[src/rtl/mskpk_pkg.sv]
package mskpk_pkg;
  typedef enum logic {
    LAYOUT_CONSEC = 1'b0,
    LAYOUT_ILV    = 1'b1
  } layout_e;

  localparam int unsigned NUM_VEC = 4;
  localparam int unsigned BYTE_W  = 8;
endpackage

[src/rtl/mskpk_pair_add.sv]
module mskpk_pair_add #(
  parameter int unsigned OUT_BYTES = 8
) (
  input  logic [2*OUT_BYTES*8-1:0] din_i,
  output logic [OUT_BYTES*8-1:0]   dout_o
);
  // byte m of the result = byte 2m + byte 2m+1 of the input, modulo 256
  for (genvar m = 0; m < OUT_BYTES; m++) begin : g_pair
    assign dout_o[8*m +: 8] = din_i[16*m +: 8] + din_i[16*m+8 +: 8];
  end
endmodule

[src/rtl/mskpk_consec.sv]
module mskpk_consec #(
  parameter int unsigned VEC_BYTES = 16
) (
  input  logic [4*VEC_BYTES*8-1:0] vecs_i,
  output logic [4*VEC_BYTES-1:0]   mask_o
);
  localparam int unsigned TOT_B  = 4 * VEC_BYTES;
  localparam int unsigned HALF_B = TOT_B / 2;
  localparam int unsigned QTR_B  = TOT_B / 4;

  logic [TOT_B*8-1:0] masked;
  logic [QTR_B*8-1:0] s1_lo, s1_hi, s2, s3;

  // one-hot bit per byte, chosen by position mod 8
  for (genvar g = 0; g < TOT_B; g++) begin : g_mask
    localparam logic [7:0] SEL = 8'h01 << (g % 8);
    assign masked[8*g +: 8] = vecs_i[8*g +: 8] & SEL;
  end

  mskpk_pair_add #(.OUT_BYTES(QTR_B)) i_stage1_lo (
    .din_i  (masked[HALF_B*8-1:0]),
    .dout_o (s1_lo)
  );
  mskpk_pair_add #(.OUT_BYTES(QTR_B)) i_stage1_hi (
    .din_i  (masked[TOT_B*8-1:HALF_B*8]),
    .dout_o (s1_hi)
  );
  mskpk_pair_add #(.OUT_BYTES(QTR_B)) i_stage2 (
    .din_i  ({s1_hi, s1_lo}),
    .dout_o (s2)
  );
  // last stage fed with a duplicate; the upper half is discarded
  mskpk_pair_add #(.OUT_BYTES(QTR_B)) i_stage3 (
    .din_i  ({s2, s2}),
    .dout_o (s3)
  );

  assign mask_o = s3[TOT_B-1:0];
endmodule

[src/rtl/mskpk_ilv.sv]
module mskpk_ilv #(
  parameter int unsigned VEC_BYTES = 16
) (
  input  logic [4*VEC_BYTES*8-1:0] vecs_i,
  output logic [4*VEC_BYTES-1:0]   mask_o
);
  localparam int unsigned VEC_W = VEC_BYTES * 8;

  logic [VEC_W-1:0] acc;

  // vector r keeps bit r on even lanes, bit r+4 on odd lanes
  for (genvar l = 0; l < VEC_BYTES; l++) begin : g_lane
    localparam int unsigned SH = (l % 2) * 4;
    localparam logic [7:0] P0 = 8'h01 << SH;
    localparam logic [7:0] P1 = 8'h02 << SH;
    localparam logic [7:0] P2 = 8'h04 << SH;
    localparam logic [7:0] P3 = 8'h08 << SH;
    assign acc[8*l +: 8] = (vecs_i[0*VEC_W + 8*l +: 8] & P0)
                         | (vecs_i[1*VEC_W + 8*l +: 8] & P1)
                         | (vecs_i[2*VEC_W + 8*l +: 8] & P2)
                         | (vecs_i[3*VEC_W + 8*l +: 8] & P3);
  end

  mskpk_pair_add #(.OUT_BYTES(VEC_BYTES/2)) i_narrow (
    .din_i  (acc),
    .dout_o (mask_o)
  );
endmodule

[src/rtl/mskpk_top.sv]
module mskpk_top
  import mskpk_pkg::*;
#(
  parameter int unsigned VEC_BYTES = 16,
  localparam int unsigned VEC_W    = VEC_BYTES * BYTE_W,
  localparam int unsigned MASK_W   = NUM_VEC * VEC_BYTES
) (
  input  logic              clk_i,
  input  logic              rst_ni,
  input  logic              valid_i,
  input  logic              layout_i,
  input  logic [VEC_W-1:0]  vec0_i,
  input  logic [VEC_W-1:0]  vec1_i,
  input  logic [VEC_W-1:0]  vec2_i,
  input  logic [VEC_W-1:0]  vec3_i,
  output logic              valid_o,
  output logic [MASK_W-1:0] mask_o
);
  logic [NUM_VEC*VEC_W-1:0] vecs;
  logic [MASK_W-1:0]        consec_mask, ilv_mask, next_mask;
  layout_e                  layout;

  assign vecs   = {vec3_i, vec2_i, vec1_i, vec0_i};
  assign layout = layout_e'(layout_i);

  mskpk_consec #(.VEC_BYTES(VEC_BYTES)) i_consec (
    .vecs_i (vecs),
    .mask_o (consec_mask)
  );

  mskpk_ilv #(.VEC_BYTES(VEC_BYTES)) i_ilv (
    .vecs_i (vecs),
    .mask_o (ilv_mask)
  );

  always_comb begin
    unique case (layout)
      LAYOUT_ILV: next_mask = ilv_mask;
      default:    next_mask = consec_mask;
    endcase
  end

  always_ff @(posedge clk_i or negedge rst_ni) begin
    if (!rst_ni) begin
      valid_o <= 1'b0;
      mask_o  <= '0;
    end else begin
      valid_o <= valid_i;
      if (valid_i) mask_o <= next_mask;
    end
  end

  function automatic int unsigned true_bytes(input logic [NUM_VEC*VEC_W-1:0] v);
    int unsigned n = 0;
    for (int b = 0; b < NUM_VEC*VEC_BYTES; b++) if (v[8*b +: 8] == 8'hFF) n++;
    return n;
  endfunction


  always @(posedge clk_i) begin
    if (!rst_ni) reset_state_chk: assert (valid_o == 1'b0 && mask_o == '0);
  end


  valid_follow_chk: assert property (@(posedge clk_i) disable iff (!rst_ni)
    valid_i |=> valid_o);

  valid_idle_chk: assert property (@(posedge clk_i) disable iff (!rst_ni)
    !valid_i |=> !valid_o);


  hold_mask_chk: assert property (@(posedge clk_i) disable iff (!rst_ni)
    !valid_i |=> $stable(mask_o));

  // byte 1 of vector 1 lands on bit 17
  consec_pos_chk: assert property (@(posedge clk_i) disable iff (!rst_ni)
    (valid_i && layout_i == 1'b0) |=> (mask_o[17] == $past(vec1_i[8])));

  // byte 1 of vector 2 lands on bit 6
  ilv_pos_chk: assert property (@(posedge clk_i) disable iff (!rst_ni)
    (valid_i && layout_i == 1'b1) |=> (mask_o[6] == $past(vec2_i[8])));


  popcount_chk: assert property (@(posedge clk_i) disable iff (!rst_ni)
    valid_i |=> ($countones(mask_o) == $past(true_bytes(vecs))));


  all_true_chk: assert property (@(posedge clk_i) disable iff (!rst_ni)
    (valid_i && (&vecs)) |=> (&mask_o));
endmodule

[config.mk]
export PLATFORM = sky130hd
export DESIGN_NAME = mskpk_top
export DESIGN_NICKNAME = d
export VERILOG_FILES = /design/src/rtl/mskpk_pkg.sv /design/src/rtl/mskpk_pair_add.sv /design/src/rtl/mskpk_consec.sv /design/src/rtl/mskpk_ilv.sv /design/src/rtl/mskpk_top.sv
export SDC_FILE = /design/constraint.sdc
export NUM_CORES = 1
export LEC_CHECK = 0
export ABC_AREA = 1
export CAP_MARGIN = 5
export CELL_PAD_IN_SITES_DETAIL_PLACEMENT = 1
export CELL_PAD_IN_SITES_GLOBAL_PLACEMENT = 1
export CORE_AREA = 3 3 222 224
export CTS_CLUSTER_DIAMETER = 60
export DETAILED_ROUTE_END_ITERATION = 7
export DIE_AREA = 0 0 225 227
export GPL_ROUTABILITY_DRIVEN = 0
export HOLD_SLACK_MARGIN = 0.1
export PLACE_DENSITY_LB_ADDON = 0.1
export SETUP_SLACK_MARGIN = 0.4
export SYNTH_ARGS = -nofsm -noshare
export SYNTH_HDL_FRONTEND = slang
export SYNTH_SLANG_ARGS = --single-unit
[constraint.sdc]
create_clock -name clk_i -period 0.8 [get_ports clk_i]
set_input_delay 0.16 -clock clk_i [delete_from_list [all_inputs] [get_ports clk_i]]
set_output_delay 0.16 -clock clk_i [all_outputs]
set_load 0.01 [all_outputs]
======== Word level (Yosys, flattened, before mapping) ========
Index checks and enable logic that the tools add are counted.
operators by class
  add/subtract/negate cells ............... 64
  multiplexer cells ....................... 1
  bitwise logic cells ..................... 48
operator list
  operator       count
  $add A8 B8 Y8  20
  $add A7 B8 Y8  12
  $mux W64       1
  $add A5 B6 Y7  8
  $or A5 B6 Y6   8
  $or A8 B4 Y8   6
  $add A3 B4 Y5  8
  $or A8 B3 Y8   5
  $or A8 B7 Y8   5
  $or A8 B8 Y8   5
  $add A1 B2 Y3  8
  $add A6 B8 Y8  3
  $or A7 B8 Y8   3
  $or A6 B7 Y7   3
  $add A3 B5 Y6  3
  $add A8 B5 Y8  2
  $or A1 B2 Y2   8
  $or A2 B3 Y3   3
  $or A3 B4 Y4   2
word-level totals
  flip-flop bits (word level) ............. 65
  bits of input ports ..................... 516
  output and inout bits ................... 65
  word-level logic and storage cells ...... 115

======== Depth between registers and ports, before layout ========
  word-level depth ........................ 5
  mapped depth ............................ 6
  mapped depth without buffers ............ 4

======== By module ========
A second synthesis with hierarchy kept.
second synthesis, totals
  cell total of the unflattened synthesis .. 4729
  area, all modules ....................... 28376.0 um^2
modules (own cells, without submodules)
  module                                     times used  cells an instance  area each (um^2)  seq. area each (um^2)
  mskpk_pair_add (i_consec.i_stage1_lo ...)  2           928                5562.8            0.0
  mskpk_pair_add (i_consec.i_stage3)         1           931                5434.0            0.0
  mskpk_pair_add (i_consec.i_stage1_hi)      1           931                5403.9            0.0
  mskpk_top                                  1           541                3595.9            1626.6
  mskpk_pair_add (i_ilv.i_narrow)            1           468                2808.9            0.0
  mskpk_consec                               1           1                  3.8               0.0
  mskpk_ilv                                  1           1                  3.8               0.0

======== Least setup slack after synthesis ========
OpenSTA, ideal clock, no wires.
  kind .................................... input to register
  from .................................... input port layout_i
  to ...................................... register mask_o[37]
  library setup time ...................... 117 ps
  data arrival time ....................... 641 ps
  required time ........................... 683 ps
  setup slack ............................. 42 ps
  cell stages on the path ................. 6
  buffers on the path ..................... 2
  cells stage by stage .................... buf_4 > inv_6 > buf_6 > nand2_1 > nand3_1 > nand2_1
on the way
  cells in the longest elaborated chain, start to end .. 1
ends and longest elaborated chain
  item                    line             RTL
  start: declaration      mskpk_top.sv:11  input logic layout_i,
  $mux W64                mskpk_top.sv:37  unique case (layout)
  end signal: assignment  mskpk_top.sv:49  if (valid_i) mask_o <= next_mask;
  end: declaration        mskpk_top.sv:17  output logic [MASK_W-1:0] mask_o
Every way passes these cells.
A chain may end at the register's enable or synchronous reset.

======== Worst setup path in the final report ========
  from .................................... register mask_o[29]
  to ...................................... output port mask_o[29]
No word-level cell between the ends.

==> run summary <==
Outcome = finished with violations
Failing checks = hold timing, setup timing
Via density = 2.854
CP required = 0.64 ns
Drt pass-1 iters = 4
Max VDD drop = 0.8739 mV
Clock Latency Late Sink = 0.37 ns
Fmax = 0.8627 GHz
# IOs = 581
Clk buf depth = 2
Placed Instance Area = 6342 sq um
Grt met2 use = 13.42%
Slowest stage delay, CP = 0.48 ns
Num CTS Buffers = 9
Clock Skew = 0 ns
Pwr dens = 1661 nW/um^2
Die X = 225 um
Fin. max-slew vios = 0
Slack of the critical path = -0.3591 ns
Final setup TNS = -17.05 ns
Top post-synthesis cells by area = dfrtp_1 46%, nand2_1 27%, inv_1 12%, nand3_1 8.5%, buf_6 3.8%
Tmin final = 1.159 ns
Syn nets = 1,037
Vias in the first global route = 4,218
Final Hold Viols = 65
Fillers = 5,669
Met3 usage in global routing = 2.708%
Register clock-pin slew on the reported worst setup and hold paths = 0.07 ns
CP Launch Type = flop
Util after Layout = 14.88%
Antenna viol nets, final = 0
Share of layout cells above drive strength 1 = 23.19%
Routed len/inst = 14.84 um
CTS tree = yes
Die area = 51,080 sq um
Antenna diodes = 0
Crit path buffers/inverters = 1
Seq cells post-synth = 65
First-pass GRT wire length = 29,010 um
DRC errors left = 0
Max FO, Critical Path = 2
CTS root buf = clkbuf_16
Critical path class = reg2out
Worst slew margin = 81.75%
Detailed Route Iter0 Violations = 112
Crit path cell chain = buf_6
Fin area = 7074 sq um
FP Rows = 80
Vertical die dimension = 227 um
CP delay by family, top = flip-flops
CTS H-tree depth = 3
Final wirelength = 20,400 um
Reg area = 1630 sq um
Yosys cell types = 9
Cell Area, Synth = 3546 sq um
Grt peak-use layer = met2
Worst hold slack = -0.2441 ns
Initial core utilization = 7.458%
Dpl cells = 1,323
Grt total ovfl = 0
Share of the synthesized area in the top cell type = 45.87%
Post-Syn Area per Cell = 6.806 sq um
Sequential share of the synthesized area = 45.87%
PortBufs = 188
Total Routing Usage GR = 8.132%
Num Clock Sinks = 65
Worst r2r path cells = 4
Vias = 3,921
Final nets = 1,270
Pin count of the biggest net entering global routing = 36
Cell count after synthesis = 521
M1 GR Usage = 9.686%
Leak pwr = 0.003621 uW
Final HPWL DP = 14,710 um
R2r startpoint = mask_o[16]
Crit path depth = 1
YS warnings = 0
Worst setup EP type = primary output
Fin crit share = 144.9%
HP Class = in2async
Fin cells = 1,374
Largest area contributor in the netlist = dfrtp_1
Max Cap Viol = 0
Worst-margin pin slew = 0.2737 ns
WP data arrival = 1.00 ns
Final setup vio count = 73
Unrepaired setup endpoints after global routing = true
Core ar. = 47,550 sq um
Initial antenna violation count = 5
Multi-input gate area = 1324 sq um
Area delta synth->final = 99.51%
Worst path slowest cell = dfrtp_2
Critical path startpoint = mask_o[29]
cell usage in the layout, fill, tap and decap left out, types with 2 or more instances in the layout:
| master | synthesis | final |
|---|---|---|
| clkinv_2 | 0 | 2 |
| buf_6 | 12 | 74 |
| dfrtp_1 | 65 | 62 |
| dfrtp_2 | 0 | 3 |
| clkbuf_16 | 0 | 9 |
| clkdlybuf4s50_1 | 0 | 120 |
| buf_4 | 8 | 16 |
| buf_12 | 0 | 15 |
| buf_2 | 6 | 23 |
| nand2_4 | 0 | 2 |
| clkbuf_8 | 0 | 2 |
| inv_1 | 116 | 116 |
| nand3_1 | 60 | 60 |
| bufinv_16 | 0 | 2 |
| nand2_1 | 252 | 225 |
| nand2_2 | 0 | 25 |
area by class of cell:
cell class,count,area share (%)
Clock buffer,11,3.573
Clock inverter,5,1.097
Inverter,118,6.367
Multi-Input combinational cell,312,18.71
Sequential cell,65,23.05
Tap cell,615,10.88
Timing Repair Buffer,248,36.33
sequential cells by signal, indices dropped and copies added, names as in the netlist:
register and cells:
mask_o 64, valid_o 1
cell families after synthesis:
| family | Yosys count | share of synthesized area (%) |
|---|---|---|
| buffers and inverters | 144 | 18.98 |
| and+or+nand+nor | 312 | 35.14 |
| DFF | 65 | 45.87 |
metrics by stage:
stage | power [uW] | worst slack, ns
6_report | 11750 | -0.3591
5_1_grt | 12590 | -0.3954
4_1_cts | 11940 | -0.4026
3_5_place_dp | 6786 | -0.4379
3_3_place_gp | 6807 | -0.4483
2_1_floorplan | 4827 | 0.09411
metal layers:
metal	vias up	part of all wire (%)
met2	109	48
met5	-	0.18
met4	6	2.1
met3	23	6.2
met1	1817	43
li1	1966	-
synth_stat cells:
cell,n
nand2_1,252
buf_4,8
inv_2,1
buf_6,12
inv_6,1
dfrtp_1,65
buf_2,6
nand3_1,60
inv_1,116
where the power goes:
group	internal (uW)	leakage (uW)	switching, uW
registers	3640	0.000776	283
logic	1800	0.00268	1320
clock network	2890	0.000162	1830
worst paths after layout:
kind                               to  slack, ns
min in group clk_i            valid_o       0.20
max in group asynchronous     valid_o       0.78
setup reg to reg           mask_o[16]      -0.03
hold reg to reg            mask_o[17]       0.49
setup / recovery           mask_o[29]      -0.36
hold / removal             mask_o[34]      -0.24
repair_timing:
action                                  in CTS  in global routing
gates resized for setup                    321                 53
endpoints found under the setup margin     129                129
cloned                                       0                  0
buffers inserted                            16                 19
pin swaps                                   61                 13
endpoints found under the hold margin       65                 65
No activity file was read; power rests on OpenSTA's default activity.
